File: config.mk
export PLATFORM = sky130hd
export DESIGN_NAME = panel_power_seq
export DESIGN_NICKNAME = d
export VERILOG_FILES = /design/src/rtl/pps_pkg.sv /design/src/rtl/pps_ms_timer.sv /design/src/rtl/pps_req_hold.sv /design/src/rtl/pps_step_rom.sv /design/src/rtl/panel_power_seq.sv
export SDC_FILE = /design/constraint.sdc
export NUM_CORES = 1
export LEC_CHECK = 0
export BUFFER_PORTS_ARGS = -buffer_cell sky130_fd_sc_hd__buf_2
export CORE_ASPECT_RATIO = 2
export CORE_MARGIN = 1.5
export CORE_UTILIZATION = 40
export DETAILED_ROUTE_END_ITERATION = 10
export SLEW_MARGIN = 20
export SYNTH_ARGS = -nofsm -noshare
export SYNTH_HDL_FRONTEND = slang
export SYNTH_SLANG_ARGS = --single-unit
File: constraint.sdc
create_clock -name clk -period 5.5 [get_ports clk]
set_clock_uncertainty 0.05 [all_clocks]
set_input_delay 1.1 -clock clk [delete_from_list [all_inputs] [get_ports clk]]
set_output_delay 1.1 -clock clk [all_outputs]
set_load 0.01 [all_outputs]
File: src/rtl/pps_pkg.sv
package pps_pkg;

  localparam int IDX_W = 4;

  typedef struct packed {
    logic [7:0]  addr;
    logic [1:0]  nbytes;
    logic [15:0] data;
    logic        gap;
  } step_t;

  typedef enum logic [2:0] {
    ST_SETTLE,
    ST_IDLE,
    ST_ISSUE,
    ST_WAIT,
    ST_GAP
  } seq_state_t;

  localparam logic [IDX_W-1:0] UP_FIRST   = 4'd0;
  localparam logic [IDX_W-1:0] UP_LAST    = 4'd9;
  localparam logic [IDX_W-1:0] DOWN_FIRST = 4'd10;
  localparam logic [IDX_W-1:0] DOWN_LAST  = 4'd13;

  function automatic step_t mk(input logic [7:0] a, input logic [1:0] n,
                               input logic [15:0] d, input logic g);
    step_t s;
    s.addr = a; s.nbytes = n; s.data = d; s.gap = g;
    return s;
  endfunction

  function automatic step_t step_at(input logic [IDX_W-1:0] i);
    case (i)
      4'd0, 4'd1, 4'd2: return mk(8'h00, 2'd0, 16'h0000, 1'b1);
      4'd3:  return mk(8'hB0, 2'd1, 16'h0017, 1'b0);
      4'd4:  return mk(8'hBC, 2'd1, 16'h0080, 1'b0);
      4'd5:  return mk(8'h3B, 2'd1, 16'h0000, 1'b0);
      4'd6:  return mk(8'hB0, 2'd1, 16'h0016, 1'b0);
      4'd7:  return mk(8'hB8, 2'd2, 16'hFFF9, 1'b0);
      4'd8:  return mk(8'h11, 2'd0, 16'h0000, 1'b0);
      4'd9:  return mk(8'h29, 2'd0, 16'h0000, 1'b0);
      4'd10: return mk(8'h28, 2'd0, 16'h0000, 1'b0);
      4'd11: return mk(8'hB8, 2'd2, 16'h8002, 1'b0);
      4'd12: return mk(8'h10, 2'd0, 16'h0000, 1'b0);
      4'd13: return mk(8'hB0, 2'd1, 16'h0000, 1'b0);
      default: return mk(8'h00, 2'd0, 16'h0000, 1'b0);
    endcase
  endfunction

endpackage

File: src/rtl/pps_ms_timer.sv
module pps_ms_timer #(
  parameter int CYC_PER_MS = 1000,
  parameter int INIT_MS    = 90,
  parameter int MS_W       = 8
) (
  input  logic            clk,
  input  logic            rst_n,
  input  logic            load,
  input  logic [MS_W-1:0] load_ms,
  output logic            expired
);
  localparam int SUB_W = (CYC_PER_MS > 1) ? $clog2(CYC_PER_MS) : 1;
  localparam logic [SUB_W-1:0] SUB_LAST = SUB_W'(CYC_PER_MS - 1);

  logic [MS_W-1:0]  ms_left;
  logic [SUB_W-1:0] sub;

  // Reset preloads the settle interval so no separate start is needed.
  always_ff @(posedge clk or negedge rst_n) begin
    if (!rst_n) begin
      ms_left <= MS_W'(INIT_MS);
      sub     <= '0;
    end else if (load) begin
      ms_left <= load_ms;
      sub     <= '0;
    end else if (ms_left != '0) begin
      if (sub == SUB_LAST) begin
        sub     <= '0;
        ms_left <= ms_left - 1'b1;
      end else begin
        sub <= sub + 1'b1;
      end
    end
  end

  assign expired = (ms_left == '0);
endmodule

File: src/rtl/pps_req_hold.sv
module pps_req_hold (
  input  logic clk,
  input  logic rst_n,
  input  logic en_req,
  input  logic dis_req,
  input  logic take,
  output logic pend_en,
  output logic pend_dis
);
  // Newest request replaces any unserved one; disable wins a tie.
  always_ff @(posedge clk or negedge rst_n) begin
    if (!rst_n) begin
      pend_en  <= 1'b0;
      pend_dis <= 1'b0;
    end else if (en_req || dis_req) begin
      pend_en  <= en_req && !dis_req;
      pend_dis <= dis_req;
    end else if (take) begin
      pend_en  <= 1'b0;
      pend_dis <= 1'b0;
    end
  end
endmodule

File: src/rtl/pps_step_rom.sv
module pps_step_rom
  import pps_pkg::*;
(
  input  logic [IDX_W-1:0] idx,
  output step_t            step
);
  always_comb step = step_at(idx);
endmodule

File: src/rtl/panel_power_seq.sv
module panel_power_seq
  import pps_pkg::*;
#(
  parameter int CYCLES_PER_MS = 1000,
  parameter int SETTLE_MS     = 90,
  parameter int GAP_MS        = 1
) (
  input  logic        clk,
  input  logic        rst_n,
  input  logic        en_req,
  input  logic        dis_req,
  output logic        cmd_valid,
  input  logic        cmd_ready,
  output logic [7:0]  cmd_addr,
  output logic [1:0]  cmd_nbytes,
  output logic [15:0] cmd_data,
  input  logic        wr_done,
  input  logic        wr_fail,
  output logic        panel_active,
  output logic        err_sticky
);
  localparam int MS_W = 8;

  seq_state_t       st;
  logic [IDX_W-1:0] idx, last_idx;
  logic             run_up, seq_err;
  step_t            cur;
  logic             pend_en, pend_dis, take;
  logic             tmr_load, tmr_expired;
  logic             advance, err_acc;

  pps_step_rom u_rom (.idx(idx), .step(cur));

  pps_req_hold u_hold (
    .clk(clk), .rst_n(rst_n), .en_req(en_req), .dis_req(dis_req),
    .take(take), .pend_en(pend_en), .pend_dis(pend_dis)
  );

  pps_ms_timer #(.CYC_PER_MS(CYCLES_PER_MS), .INIT_MS(SETTLE_MS), .MS_W(MS_W)) u_tmr (
    .clk(clk), .rst_n(rst_n), .load(tmr_load),
    .load_ms(MS_W'(GAP_MS)), .expired(tmr_expired)
  );

  always_comb begin
    take     = (st == ST_IDLE) && (pend_en || pend_dis);
    tmr_load = (st == ST_WAIT) && wr_done && cur.gap;
    advance  = ((st == ST_WAIT) && wr_done && !cur.gap) ||
               ((st == ST_GAP) && tmr_expired);
    err_acc  = seq_err || ((st == ST_WAIT) && wr_done && wr_fail);
  end

  always_ff @(posedge clk or negedge rst_n) begin
    if (!rst_n) begin
      st           <= ST_SETTLE;
      idx          <= '0;
      last_idx     <= '0;
      run_up       <= 1'b0;
      seq_err      <= 1'b0;
      panel_active <= 1'b0;
      err_sticky   <= 1'b0;
    end else begin
      case (st)
        ST_SETTLE: if (tmr_expired) st <= ST_IDLE;
        ST_IDLE: begin
          if (pend_en && !panel_active) begin
            idx      <= UP_FIRST;
            last_idx <= UP_LAST;
            run_up   <= 1'b1;
            seq_err  <= 1'b0;
            st       <= ST_ISSUE;
          end else if (pend_dis && panel_active) begin
            idx          <= DOWN_FIRST;
            last_idx     <= DOWN_LAST;
            run_up       <= 1'b0;
            seq_err      <= 1'b0;
            panel_active <= 1'b0;
            st           <= ST_ISSUE;
          end
        end
        ST_ISSUE: if (cmd_ready) st <= ST_WAIT;
        ST_WAIT: begin
          if (wr_done) begin
            seq_err <= err_acc;
            if (cur.gap) st <= ST_GAP;
          end
        end
        ST_GAP: ;
        default: st <= ST_IDLE;
      endcase

      if (advance) begin
        if (idx == last_idx) begin
          err_sticky   <= err_sticky || err_acc;
          panel_active <= run_up;
          st           <= ST_IDLE;
        end else begin
          idx <= idx + 1'b1;
          st  <= ST_ISSUE;
        end
      end
    end
  end

  assign cmd_valid  = (st == ST_ISSUE);
  assign cmd_addr   = cur.addr;
  assign cmd_nbytes = cur.nbytes;
  assign cmd_data   = cur.data;
endmodule

**Word level (Yosys, flattened, before mapping)**

Memories as Yosys holds them, arrays and structs flattened.
Index checks and enable logic that the tools add are counted.
Widths: inputs -> output; s select.

- Register bits: 35
- ROM bits: 416
- Output and inout bits: 29
- Memories: 1

Memory list:

| name | depth | bits a word | rd ports | clocked after Yosys merged registers in | write ports | RTL line | source |
|---|---|---|---|---|---|---|---|
| (no name shown) | 16 | 26 | 1 | 0 | 0 | pps_pkg.sv:33 | `case (i)` |

- $add $sub $neg: 3
- Equal/unequal tests: 14
- Mux-type cells: 35
- Reduce and logical (&&, ||, !) cells: 30

Operators with widths:

| operator | number |
|---|---|
| $mux 10 | 3 |
| $mux 4 | 7 |
| $mux 8 | 3 |
| $mux 3 | 7 |
| $pmux 3 s5 | 1 |
| $mux 1 | 12 |
| $add 10x1->10 const B | 1 |
| $eq 10x10->1 const B | 1 |
| $reduce_bool 2->1 | 5 |
| $logic_and 1x1->1 | 9 |
| $ne 3x3->1 const B | 3 |
| $logic_not 8->1 | 1 |
| $reduce_bool 8->1 | 1 |
| $sub 8x1->8 const B | 1 |
| $eq 3x2->1 const B | 2 |
| $ne 3x1->1 const B | 2 |
| $reduce_and 2->1 | 3 |
| $reduce_and 6->1 | 1 |
| $logic_or 1x1->1 | 5 |
| $add 4x1->4 const B | 1 |
| $eq 4x4->1 | 1 |
| $ne 2x2->1 const B | 2 |
| $ne 4x2->1 const B | 1 |
| $eq 3x1->1 const B | 1 |
| 6 further kinds | 8 |

**Logic depth before layout (Yosys ltp)**

- Depth in word-level cells: 6
- Depth in mapped cells: 8
- Depth with buffers taken out: 7

**Modules after synthesis**

From an unflattened synthesis, not the netlist that was laid out.

- Cell total of the unflattened synthesis: 260
- Area total of the unflattened synthesis: 2341.0 sq um

By module, submodules not included:

| module | times used | cells an instance | area an instance (sq um) | sequential area each (sq um) |
|---|---|---|---|---|
| pps_ms_timer | 1 | 126 | 1132.3 | 455.4 |
| panel_power_seq | 1 | 72 | 767.0 | 325.3 |
| pps_step_rom | 1 | 55 | 360.3 | 0.0 |
| pps_req_hold | 1 | 7 | 81.3 | 50.0 |

**Worst setup path before layout**

No wires, ideal clock.

- Path kind: flip-flop to output port
- From: register idx[0]
- To: output port cmd_nbytes[1]
- Arrival: 1627 ps
- Setup slack: 2723 ps
- Cell stages (with the launch flop): 6
- Path buffers: 1
- Path through: dfrtp_1 ha_1 ha_1 nor2b_1 a21o_1 buf_4

- Longest elaborated chain between the ends: 1

RTL lines:

| what | RTL line | source |
|---|---|---|
| start, declared | panel_power_seq.sv:25 | `logic [IDX_W-1:0] idx, last_idx;` |
| start signal, assigned | panel_power_seq.sv:97 | `idx <= idx + 1'b1;` |
| $mem_v2 16x26 | - |  |
| end, declared | panel_power_seq.sv:15 | `output logic [1:0] cmd_nbytes,` |

No other way between the ends.

**Worst setup path in the final report**

- From: register idx[1]
- To: output port cmd_data[15]

- Longest elaborated chain between the ends: 1

RTL lines:

| what | RTL line | source |
|---|---|---|
| $mem_v2 16x26 | - |  |
| end, declared | panel_power_seq.sv:16 | `output logic [15:0] cmd_data,` |

No other way between the ends.

==> results.md <==
* Number of synthesized flops with an enable pin at 0
* P&R area growth vs syn at 11.3%
* Setup crit start: idx[1]
* Sum of negative setup slack at 0 ps
* Cells after Synth at 265
* Reg2Reg Setup Slack at around 2800 ps
* GR Overflow Total at 0
* Synthesized area at 2260 um2
* Multiplexer share of the synthesized area at under 10%
* Vias at 1938
* Setup ws final at about 2300 ps
* Leak at around 1.2 nW
* Crit path capture type: output port
* Post-Synth Adder-Cell Area at 6.09%
* Starting density of the core at about two fifths
* Vias/cell at ~5.6
* CTS clk-pin slew, worst paths at around 80 ps
* Synthesis Warnings at 0
* Fin nets at 303
* R2r endpoint: u_tmr.sub[9]
* Worst slew pin tran at between 900 and 1000 ps
* Rows at 38
* CTS tree: done
* #FFs+latches synth at 33
* Gr usage total at 17.9%
* Filler cells at 550
* CP max stage delay at slightly below 600 ps
* Ys flop type: dfrtp_1
* Cell repeated most along the worst path: ha_1
* Final setup violation count at 0
* PwrDens at roughly 500 nW/um2
* Relative slew margins at 39.1%
* Synth Area in Simple Gates at 25.3%
* Worst Min Path Start: err_sticky
* N_diodes at 0
* Critical Path Start Type: flip-flop
* Ports at 36
* Crit path kind: reg -> out
* Starting DRC count in detailed routing at 63
* Syn Nets at between 200 and 300
* Longest Clk Path Bufs at 2
* Pre-CTS setup slack at between 2000 and 3000 ps
* Worst EP required at roughly 4400 ps
* DRC at 0
* CP max-delay cell: dfrtp_1
* Outcome: completed
* Layout cells sized above 1 at roughly a fifth
* Maximum vdd drop at between 200 and 300 uV
* Num CTS Buffers at 5
* Detail Placement HPWL at 3870 um
* Initial antenna violation count at 0
* Post-CTS Hold Buffers at 0
* Arr. time, crit path at approximately 2100 ps
* Antenna-violating nets left at 0
* First-pass GRT wire length at approximately 8600 um
* Compound-Gate Fraction of Synth Area at about a fifth
* Worst Setup EP: cmd_data[15]
* Core box area at 5420 um2
* Reg2reg path depth at 7
* Top post-synthesis cells by area: dfrtp_1 (32%), ha_1 (6.1%), a21oi_1 (6.0%)
* Crit Path Max Fanout at 12
* Avg Inst Size Synth at ~8.5 um2
* Synth Area in XOR/XNOR at less than 1%
* Final Slew Violations at 0
* PortBufs at 34
* Drt wl/cell at roughly 15 um
* Die H at around 110 um
* CTS sink cnt at 33
* PostCTS Resize Cnt at 0
* H-Tree Depth at 2
* Post-synthesis sequential area ratio at 36.7%
* Worst-path cell chain: ha_1 -> ha_1 -> nor2b_1 -> a21o_1 -> buf_2
* Area leader, netlist: dfrtp_1
* Worst Path Buf+Inv at 1
* Setup bufs post-CTS at 0
* Post-synth top area share at between 30% and 40%
* GPL Wtd Cong at roughly 0.83
* Clk_lat worst skew at ~290 ps
* Final hold violations at 0
* CTS Root Cell: clkbuf_8
* Fmax at between 0.3 and 0.4 GHz
* Total Routed Length at between 5000 and 6000 um
* RSZ-0062 raised after global routing: no
* Max-cap violations at 0
* DRT Pass-1 Iters at 4
* Synth async-reset ratio at between 90% and 100%
* DIE AREA at 6140 um2
* Synth unique cells at 56
* Worst hold-check path type: reg -> reg
* Largest family of logic cells by synthesized area: simple AND/OR/NAND/NOR gates
* Worst path top cell family by delay: flip-flops
* CP Depth at 5
* Tcrit/Tclk final at ~59%
* Worst r2r src: idx[1]
* Die width at ~56 um
* Largest net degree at the start of global routing at 34
* Number of global-route vias before repair at 1940
* Tmin final at 3220 ps
[cell families after synthesis]
group | after synthesis
and+or+nand+nor | 102
adders and majority gates | 11
buffers and inverters | 37
xor gates and xnor gates | 2
other | 1
DFF | 33
AOI/OAI and AO/OA | 74
muxes | 5
[cell usage after synthesis, drive strengths merged (3+ instances only)]
cell type  instances
or4                7
o31ai              7
nand4              4
a21oi             28
and2               4
dfrtp             29
ha                11
o21ai             14
dfstp              4
nand2             26
a21o               4
nand2b             5
nor2              13
nor2b              4
inv               16
or3               12
nor4               3
a31oi              3
clkbuf             7
buf               14
mux2i              4
nand3              8
nor3               3
[where the power goes]
part	switching (mW)	internal, mW	leakage (nW)
logic	0.298	0.228	0.709
registers	0.125	0.339	0.409
clock network	0.0972	0.180	0.0681
total	0.521	0.747	1.19
[area by class of cell]
class	count	area, um2	share of cell area [%]
multi-input cells	195	1250	49.5
flip-flops and latches	33	831	33.0
repair buffers	34	170	6.76
well taps	60	75.1	2.98
clock buffers	5	68.8	2.73
clock inverters	3	65.1	2.59
inverters	16	60.1	2.39
[metrics by stage]
stage	instances	power (mW)	cell area, um2	hold WS [ps]	utilization (%)
after floorplan	265	0.846	2260	417	-
after global placement	338	0.984	2380	406	44.0
after detailed placement	338	0.999	2380	411	44.0
after CTS	346	1.28	2520	432	46.4
after global routing	346	1.38	2520	461	46.4
final	346	1.27	2520	428	46.4
[flip-flops by register name (all words and copies together) (netlist names), 2 cells and up]
signal / flops
st: 3
u_tmr.sub: 10
u_tmr.ms_left: 8
last_idx: 2
idx: 4
[cells in the final DEF (no fill, tap or decap), types with 2 or more instances in the layout]
cell type / synthesis / final
or3_1: 11 / 11
nor3_1: 3 / 3
a31o_2: 2 / 2
a22oi_1: 2 / 2
nor2b_1: 4 / 4
nor2_1: 13 / 13
nand4_1: 4 / 4
inv_1: 16 / 16
dfrtp_1: 29 / 29
buf_2: 3 / 34
ha_1: 11 / 11
dfstp_2: 4 / 4
clkbuf_8: 0 / 5
mux2i_1: 4 / 4
and2_1: 4 / 4
nand3_1: 8 / 8
o21ai_0: 13 / 13
xor2_1: 2 / 2
a21o_1: 4 / 4
a31oi_1: 3 / 3
or4_1: 7 / 7
nand2b_1: 5 / 5
o31ai_1: 7 / 7
bufinv_16: 0 / 2
nor3b_1: 2 / 2
nor4_1: 3 / 3
a21oi_1: 27 / 27
nand2_1: 26 / 26
and4_1: 2 / 2
o22ai_1: 2 / 2
[how the worst min path moves through the flow]
stage / endpoint / slack [ps] / cells past startpoint
after global routing: err_sticky / 460 / 1
after global placement: err_sticky / 410 / 1
after floorplan: u_tmr.sub[1] / 420 / 2
after CTS: err_sticky / 430 / 1
final: err_sticky / 430 / 1
after detailed placement: err_sticky / 410 / 1
[layer usage]
metal	vias up	wire length [um]	GRT usage, %
li1	984	-	-
met1	920	2000	17.3
met2	26	2950	35.6
met3	8	111	2.59
met4	0	110	8.84
met5	-	0	0
[worst reg2reg max path: cells and delay by family, from the launching register on]
family                     cells  cell delay, ps
AOI/OAI and AO/OA              3            1180
adders and majority gates      2             540
buffers and inverters          1              70
DFF                            1             580
and+or+nand+nor                1             200
Note: power is estimated with default switching activity, not from simulation.
